**config.mk**
```make
export PLATFORM = sky130hd
export DESIGN_NAME = sr_guard
export DESIGN_NICKNAME = d
export VERILOG_FILES = /design/src/rtl/sr_guard_pkg.sv /design/src/rtl/sr_wp_sync.sv /design/src/rtl/sr_prot_range.sv /design/src/rtl/sr_status_regs.sv /design/src/rtl/sr_guard.sv
export SDC_FILE = /design/constraint.sdc
export NUM_CORES = 1
export LEC_CHECK = 0
export BUFFER_PORTS_ARGS = -buffer_cell sky130_fd_sc_hd__buf_2
export CAP_MARGIN = 5
export CORE_AREA = 2 2 39 41
export DETAILED_ROUTE_END_ITERATION = 7
export DIE_AREA = 0 0 41 43
export GPL_TIMING_DRIVEN = 0
export MAX_ROUTING_LAYER = met4
export PLACE_DENSITY = 0.62
export SYNTH_ARGS = -nofsm -noshare
export SYNTH_HDL_FRONTEND = slang
export SYNTH_HIERARCHICAL = 1
export SYNTH_SLANG_ARGS = --single-unit
```
**constraint.sdc**
```tcl
create_clock -name clk -period 1.5 [get_ports clk]
set_input_delay 0.15 -clock clk [delete_from_list [all_inputs] [get_ports clk]]
set_output_delay 0.15 -clock clk [all_outputs]
set_load 0.02 [all_outputs]
```
**src/rtl/sr_guard_pkg.sv**
```systemverilog
package sr_guard_pkg;
  localparam int unsigned LVL_W_DEF  = 2;
  localparam int unsigned ADDR_W_DEF = 17;

  typedef struct packed {
    logic wr_ok_sr;
    logic wr_ok_unprot;
    logic wr_ok_addr;
  } perm_t;
endpackage

```
**src/rtl/sr_wp_sync.sv**
```systemverilog
module sr_wp_sync #(
  parameter int unsigned STAGES = 2
) (
  input  logic clk,
  input  logic rst_n,
  input  logic async_i,
  output logic sync_o
);
  logic [STAGES-1:0] chain_q;
  logic [STAGES-1:0] chain_d;

  always_comb begin
    chain_d = {chain_q[STAGES-2:0], async_i};
  end

  always_ff @(posedge clk or negedge rst_n) begin
    if (!rst_n) chain_q <= '0;
    else        chain_q <= chain_d;
  end

  assign sync_o = chain_q[STAGES-1];
endmodule

```
**src/rtl/sr_prot_range.sv**
```systemverilog
module sr_prot_range #(
  parameter int unsigned ADDR_W = 17,
  parameter int unsigned LVL_W  = 2
) (
  input  logic [LVL_W-1:0]  lvl_i,
  input  logic [ADDR_W-1:0] addr_i,
  output logic              hit_o
);
  localparam int unsigned NLVL = 1 << LVL_W;
  localparam logic [ADDR_W:0] SPAN = {1'b1, {ADDR_W{1'b0}}};

  logic [NLVL-1:0] lvl_hit;

  assign lvl_hit[0] = 1'b0;

  genvar k;
  generate
    for (k = 1; k < NLVL; k++) begin : g_lvl
      localparam logic [ADDR_W:0] BASE = SPAN - (SPAN >> (NLVL - 1 - k));
      assign lvl_hit[k] = ({1'b0, addr_i} >= BASE);
    end
  endgenerate

  assign hit_o = lvl_hit[lvl_i];
endmodule

```
**src/rtl/sr_status_regs.sv**
```systemverilog
module sr_status_regs #(
  parameter int unsigned LVL_W = 2
) (
  input  logic             clk,
  input  logic             rst_n,
  input  logic             wel_set_i,
  input  logic             wel_clr_i,
  input  logic             wr_en_i,
  input  logic             wr_wpen_i,
  input  logic [LVL_W-1:0] wr_lvl_i,
  input  logic             wp_s_i,
  output logic             wel_o,
  output logic             wpen_o,
  output logic [LVL_W-1:0] lvl_o
);
  logic             wel_q,  wel_d;
  logic             wpen_q, wpen_d;
  logic [LVL_W-1:0] lvl_q,  lvl_d;

  always_comb begin
    wel_d  = wel_q;
    wpen_d = wpen_q;
    lvl_d  = lvl_q;
    if (wel_clr_i)      wel_d = 1'b0;
    else if (wel_set_i) wel_d = 1'b1;
    if (wr_en_i) begin
      wpen_d = wr_wpen_i;
      lvl_d  = wr_lvl_i;
    end
  end

  always_ff @(posedge clk or negedge rst_n) begin
    if (!rst_n) begin
      wel_q  <= 1'b0;
      wpen_q <= 1'b0;
      lvl_q  <= '0;
    end else begin
      wel_q  <= wel_d;
      wpen_q <= wpen_d;
      lvl_q  <= lvl_d;
    end
  end

  assign wel_o  = wel_q;
  assign wpen_o = wpen_q;
  assign lvl_o  = lvl_q;

  assert_clr_wins_R2: assert property (@(posedge clk) disable iff (!rst_n)
    wel_clr_i |=> !wel_q);
  assert_no_wel_no_change_R3: assert property (@(posedge clk) disable iff (!rst_n)
    !wel_q |=> ($stable(wpen_q) && $stable(lvl_q)));
  assert_wpen_sticky_R7: assert property (@(posedge clk) disable iff (!rst_n)
    (wpen_q && !wp_s_i) |=> (wpen_q && $stable(lvl_q)));
endmodule

```
**src/rtl/sr_guard.sv**
```systemverilog
module sr_guard
  import sr_guard_pkg::*;
#(
  parameter int unsigned ADDR_W = ADDR_W_DEF,
  parameter int unsigned LVL_W  = LVL_W_DEF
) (
  input  logic              clk,
  input  logic              rst_n,
  input  logic              wp_pin_i,
  input  logic              wel_set_i,
  input  logic              wel_clr_i,
  input  logic              sr_wr_req_i,
  input  logic              sr_wr_wpen_i,
  input  logic [LVL_W-1:0]  sr_wr_lvl_i,
  input  logic [ADDR_W-1:0] addr_i,
  output logic              wel_o,
  output logic              wpen_o,
  output logic [LVL_W-1:0]  lvl_o,
  output logic              sr_wr_ok_o,
  output logic              unprot_wr_ok_o,
  output logic              addr_prot_o,
  output logic              array_wr_ok_o
);
  logic             wp_s;
  logic             wel;
  logic             wpen;
  logic [LVL_W-1:0] lvl;
  logic             addr_hit;
  perm_t            perm;

  sr_wp_sync #(.STAGES(2)) u_sync (
    .clk     (clk),
    .rst_n   (rst_n),
    .async_i (wp_pin_i),
    .sync_o  (wp_s)
  );

  sr_status_regs #(.LVL_W(LVL_W)) u_regs (
    .clk       (clk),
    .rst_n     (rst_n),
    .wel_set_i (wel_set_i),
    .wel_clr_i (wel_clr_i),
    .wr_en_i   (sr_wr_req_i && perm.wr_ok_sr),
    .wr_wpen_i (sr_wr_wpen_i),
    .wr_lvl_i  (sr_wr_lvl_i),
    .wp_s_i    (wp_s),
    .wel_o     (wel),
    .wpen_o    (wpen),
    .lvl_o     (lvl)
  );

  sr_prot_range #(.ADDR_W(ADDR_W), .LVL_W(LVL_W)) u_range (
    .lvl_i  (lvl),
    .addr_i (addr_i),
    .hit_o  (addr_hit)
  );

  always_comb begin
    perm.wr_ok_unprot = wel;
    perm.wr_ok_sr     = wel && (!wpen || wp_s);
    perm.wr_ok_addr   = wel && !addr_hit;
  end

  assign wel_o          = wel;
  assign wpen_o         = wpen;
  assign lvl_o          = lvl;
  assign sr_wr_ok_o     = perm.wr_ok_sr;
  assign unprot_wr_ok_o = perm.wr_ok_unprot;
  assign addr_prot_o    = addr_hit;
  assign array_wr_ok_o  = perm.wr_ok_addr;

  assert_prot_never_R9: assert property (@(posedge clk) disable iff (!rst_n)
    addr_hit |-> !array_wr_ok_o);
  assert_lvl0_none_R8: assert property (@(posedge clk) disable iff (!rst_n)
    (lvl == '0) |-> !addr_hit);
  assert_locked_sr_R5: assert property (@(posedge clk) disable iff (!rst_n)
    (wpen && !wp_s) |-> !sr_wr_ok_o);
  assert_no_wel_perm_R3: assert property (@(posedge clk) disable iff (!rst_n)
    !wel |-> !(sr_wr_ok_o || unprot_wr_ok_o || array_wr_ok_o));
endmodule

```
Word-level counts from Yosys, hierarchy flattened --
Cells that the tools add are included.
Word-level totals: flip-flop bits (word level) 6, bits in latches 0, memory bits (writable) 0, memory bits (read-only) 0, input port bits 26, output and inout port bits 8, word-level logic and storage cells 18, memories kept 0
Operators by class: add/subtract/negate cells 0, multiply operators 0, div/mod/pow operators 0, $lt $le $gt $ge 3, equal/unequal tests 0, shift-type cells 0, mux-type cells 4, bitwise gates (word level) 0, reductions and logical operators 7
Operators by type and width (number):
- greater-or-equal comparator 17 bit, second input constant | 2
- logical AND 1 bit | 3
- < comparator 2 x 3 -> 1 bit, second input constant | 1
- two-way mux 1 bit | 3
- binary-select mux 1 bit (select 2 bit) | 1
- logical NOT 1 bit | 2
- nonzero test 2 bit | 1
- logical OR 1 bit | 1

Longest topological paths before layout --
depth after elaboration 5, gate-level depth with buffers 3

Cells and area by module --
The synthesis kept the hierarchy.
Modules (own cells, without submodules):
- sr_status_regs | instances 1, cells an instance 8, area each 143.9 µm², seq. area each 100.1 µm²
- sr_wp_sync | instances 1, cells an instance 2, area each 50.0 µm², seq. area each 50.0 µm²
- sr_guard | instances 1, cells an instance 5, area each 32.5 µm², seq. area each 0.0 µm²
- sr_prot_range | instances 1, cells an instance 3, area each 13.8 µm², seq. area each 0.0 µm²

Worst setup path after synthesis --
No wires, ideal clock.
path kind reg2out, start register u_regs.lvl_q[0] (netlist: u_regs/lvl_o[0]), end output port array_wr_ok_o, arrival time 1.113 ns, data required time 1.350 ns, setup slack 0.237 ns, stages on the path, launching flop included 4, buffers on the path 0, cell sequence dfrtp_1 o21ai_1 nand2_1 nor2b_1
On the way: longest elaborated chain between the ends 4
Ends and longest elaborated chain:
- start, declared | line sr_status_regs.sv:18 | logic [LVL_W-1:0] lvl_q, lvl_d;
- start signal, assigned | line sr_status_regs.sv:40 | lvl_q <= lvl_d;
- binary-select mux 1 bit (select 2 bit) | line sr_prot_range.sv:24 | assign hit_o = lvl_hit[lvl_i];
- two-way mux 1 bit (not written as such) | line sr_prot_range.sv:24
- via addr_prot_o | line sr_guard.sv:21 | output logic addr_prot_o,
- logical NOT 1 bit | line sr_guard.sv:61 | perm.wr_ok_addr = wel && !addr_hit;
- logical AND 1 bit | line sr_guard.sv:61
- end, declared | line sr_guard.sv:22 | output logic array_wr_ok_o
The timed path passes the listed nets, and every way through them passes these cells. The select of a mux whose other input is x is not followed.

Worst setup path in the final report --
start register u_regs.lvl_q[0] (netlist: u_regs/lvl_o[0]), end output port array_wr_ok_o
On the way: longest elaborated chain between the ends 4
Ends and longest elaborated chain (line):
- binary-select mux 1 bit (select 2 bit) | sr_prot_range.sv:24
- two-way mux 1 bit (not written as such) | sr_prot_range.sv:24
- logical NOT 1 bit | sr_guard.sv:61
- logical AND 1 bit | sr_guard.sv:61
No other way between the ends. The select of a mux whose other input is x is not followed.

==> flow_metrics.tcl <==
set metrics [dict create \
    ys_ff_latch 6 \
    post_drt_wl_per_cell_um 10.1 \
    fin_crit_sh_pct 83.9 \
    synthesis.nets 44 \
    num_rows 14 \
    slew-limit-headroom_pct 88.2 \
    cts-root-buf "clkbuf_4" \
    coreArea_um2 1380 \
    hold_viol 0 \
    grt_pass1_wl_um 772 \
    die_area_um2 1760 \
    htreeDepth 1 \
    min_period_ns 1.26 \
    status "finished clean" \
    skew_ns 0.000942 \
    antenna_found_initial 0 \
    leakagePower_uw 0.000202 \
    clock_path_buffers 2 \
    die_h_um 43 \
    worst_pin_slew_ns 0.176 \
    viasPerCell 3.95 \
    layout-drive-gt1-share_pct 65.0 \
    drc 0 \
    setup_viol 0 \
    cp-end-kind "primary output" \
    synthesis.area_um2 240 \
    fin_setup_tns_ns 0 \
    arrival_ns 1.11 \
    worstSetupStartpointType "flip-flop" \
    tritoncts "yes" \
    synth_cell_types 11 \
    vias 221 \
    ys_warn_count 6 \
    grt_overflow 0 \
    postSynthAreaPerCell_um2 13.3 \
    grt_max_degree 7 \
    start_util_pct 17.4 \
    dp_cells 52 \
    clkLatencyLatePin_ns 0.24 \
    cp.required_ns 1.35 \
    rsz0062_at_grt "no" \
    clk_pin_slew_ns 0.04 \
    drv_slew 0 \
    synthCells 18 \
    die_w_um 41 \
    p_per_area_nw_per_um2 1340 \
    path_class "flip-flop to primary output" \
    nets 68 \
    max_freq_mhz 794 \
    ant_nets 0 \
    place_ws_ns 0.362 \
    cts_buffers 3 \
    grt_pass1_vias 214 \
    ios 34 \
    routabilityCongestion 0.551 \
    first_pass_iters 2 \
    cts_resized 0 \
    cap_violations 0 \
    drt_iter0_markers 1 \
    area.growth.synth_to_final_pct 59.4 \
    clock-sinks 6 \
    antenna_cells 0 \
    vdd_drop_max_v 0.000648 \
    drt-total-wl_um 564 \
    io_buffer_count 18 \
    ys_seq_area_share_pct 62.5 \
    track_usage_pct 7.38 \
    hp-class "input port to flip-flop" \
    critPathMaxFanout 4 \
    worst_slack_ns 0.241 \
    instances_no_fill 56 \
]
worst max-delay path, cell delays in order, from the launching register on:
cell and delay [ns]:
dfrtp_1 0.39, o21ai_1 0.12, nand2_1 0.07, nor2b_1 0.11
buf_2 0.17
metrics by stage:
| stage | power, µW | area (µm²) | utilization (%) | hold WS [ns] |
|---|---|---|---|---|
| 6_report | 511 | 383 | 27.7 | 0.0109 |
| 3_5_place_dp | 366 | 350 | 25.3 | -0.0219 |
| 3_3_place_gp | 363 | 350 | 25.3 | -0.0224 |
| 4_1_cts | 521 | 383 | 27.7 | 0.00329 |
| 2_1_floorplan | 303 | 240 | - | -0.146 |
| 5_1_grt | 554 | 383 | 27.7 | 0.00710 |
cell usage in the layout (no fill, tap or decap):
| cell | count |
|---|---|
| mux2_2 | 3 |
| dlygate4sd3_1 | 1 |
| o21ba_2 | 1 |
| nor2b_1 | 1 |
| clkbuf_4 | 3 |
| and3_1 | 1 |
| dfrtp_1 | 6 |
| nand3_1 | 1 |
| buf_2 | 18 |
| buf_4 | 1 |
| nand2_1 | 1 |
| nand2b_1 | 1 |
| and2_1 | 1 |
| o21ai_1 | 1 |
sequential cells by signal, summed over array words and instances (netlist names):
register,count
u_regs/wel_o,1
u_regs/lvl_o,2
u_regs/wpen_o,1
u_sync/chain_q,2
layer usage:
metal | track usage, % | wire length (µm) | part of all wire, %
met5 | - | 0 | 0
met1 | 6.64 | 240 | 43
met2 | 10.3 | 222 | 39
met3 | 6.28 | 101 | 18
met4 | 4.00 | 0 | 0
synth_stat cells:
cell	n	area, µm²
o21ba_2	1	10.0
nor2b_1	1	6.26
dfrtp_1	6	150
nand2b_1	1	6.26
buf_4	1	7.51
nand3_1	1	5.00
and3_1	1	6.26
mux2_2	3	33.8
and2_1	1	6.26
o21ai_1	1	5.00
nand2_1	1	3.75
cell families after synthesis:
kind of cell           after synthesis  synth area share, %
DFF                                  6                 62.5
and+or+nand+nor                      6                 14.1
muxes                                3                 14.1
AOI/OAI and AO/OA                    2                 6.25
buffers and inverters                1                 3.13
what timing repair did:
item | CTS | global route
setup endpoints to repair | 0 | 0
endpoints found under the hold margin | 6 | 0
hold buffers | 1 | 0
buffers inserted | 0 | 0
final timing paths:
check	start	endpoint	slack, ns	cells past startpoint
max	u_regs/lvl_o[0]	array_wr_ok_o	0.24	4
min	wp_pin_i	u_sync/chain_q[0]	0.01	1
max reg2reg	u_regs/wpen_o	u_regs/lvl_o[1]	0.34	3
min reg2reg	u_sync/chain_q[0]	u_sync/chain_q[1]	0.35	0
max in group asynchronous	rst_n	u_sync/chain_q[1]	1.11	2
min in group asynchronous	rst_n	u_regs/lvl_o[0]	0.25	2
power by group:
group | internal, µW | switching, µW
logic | 67.3 | 88.9
registers | 189 | 18.7
clock network | 90.4 | 57.2
final cells by class:
type,count,area (µm²)
Multi-Input combinational cell,11,82.6
Fill cell,150,1000
Tap cell,16,20.0
Clock buffer,3,22.5
Timing Repair Buffer,19,100
Buffer,1,7.51
Sequential cell,6,150
(Power assumes the default switching activity.)
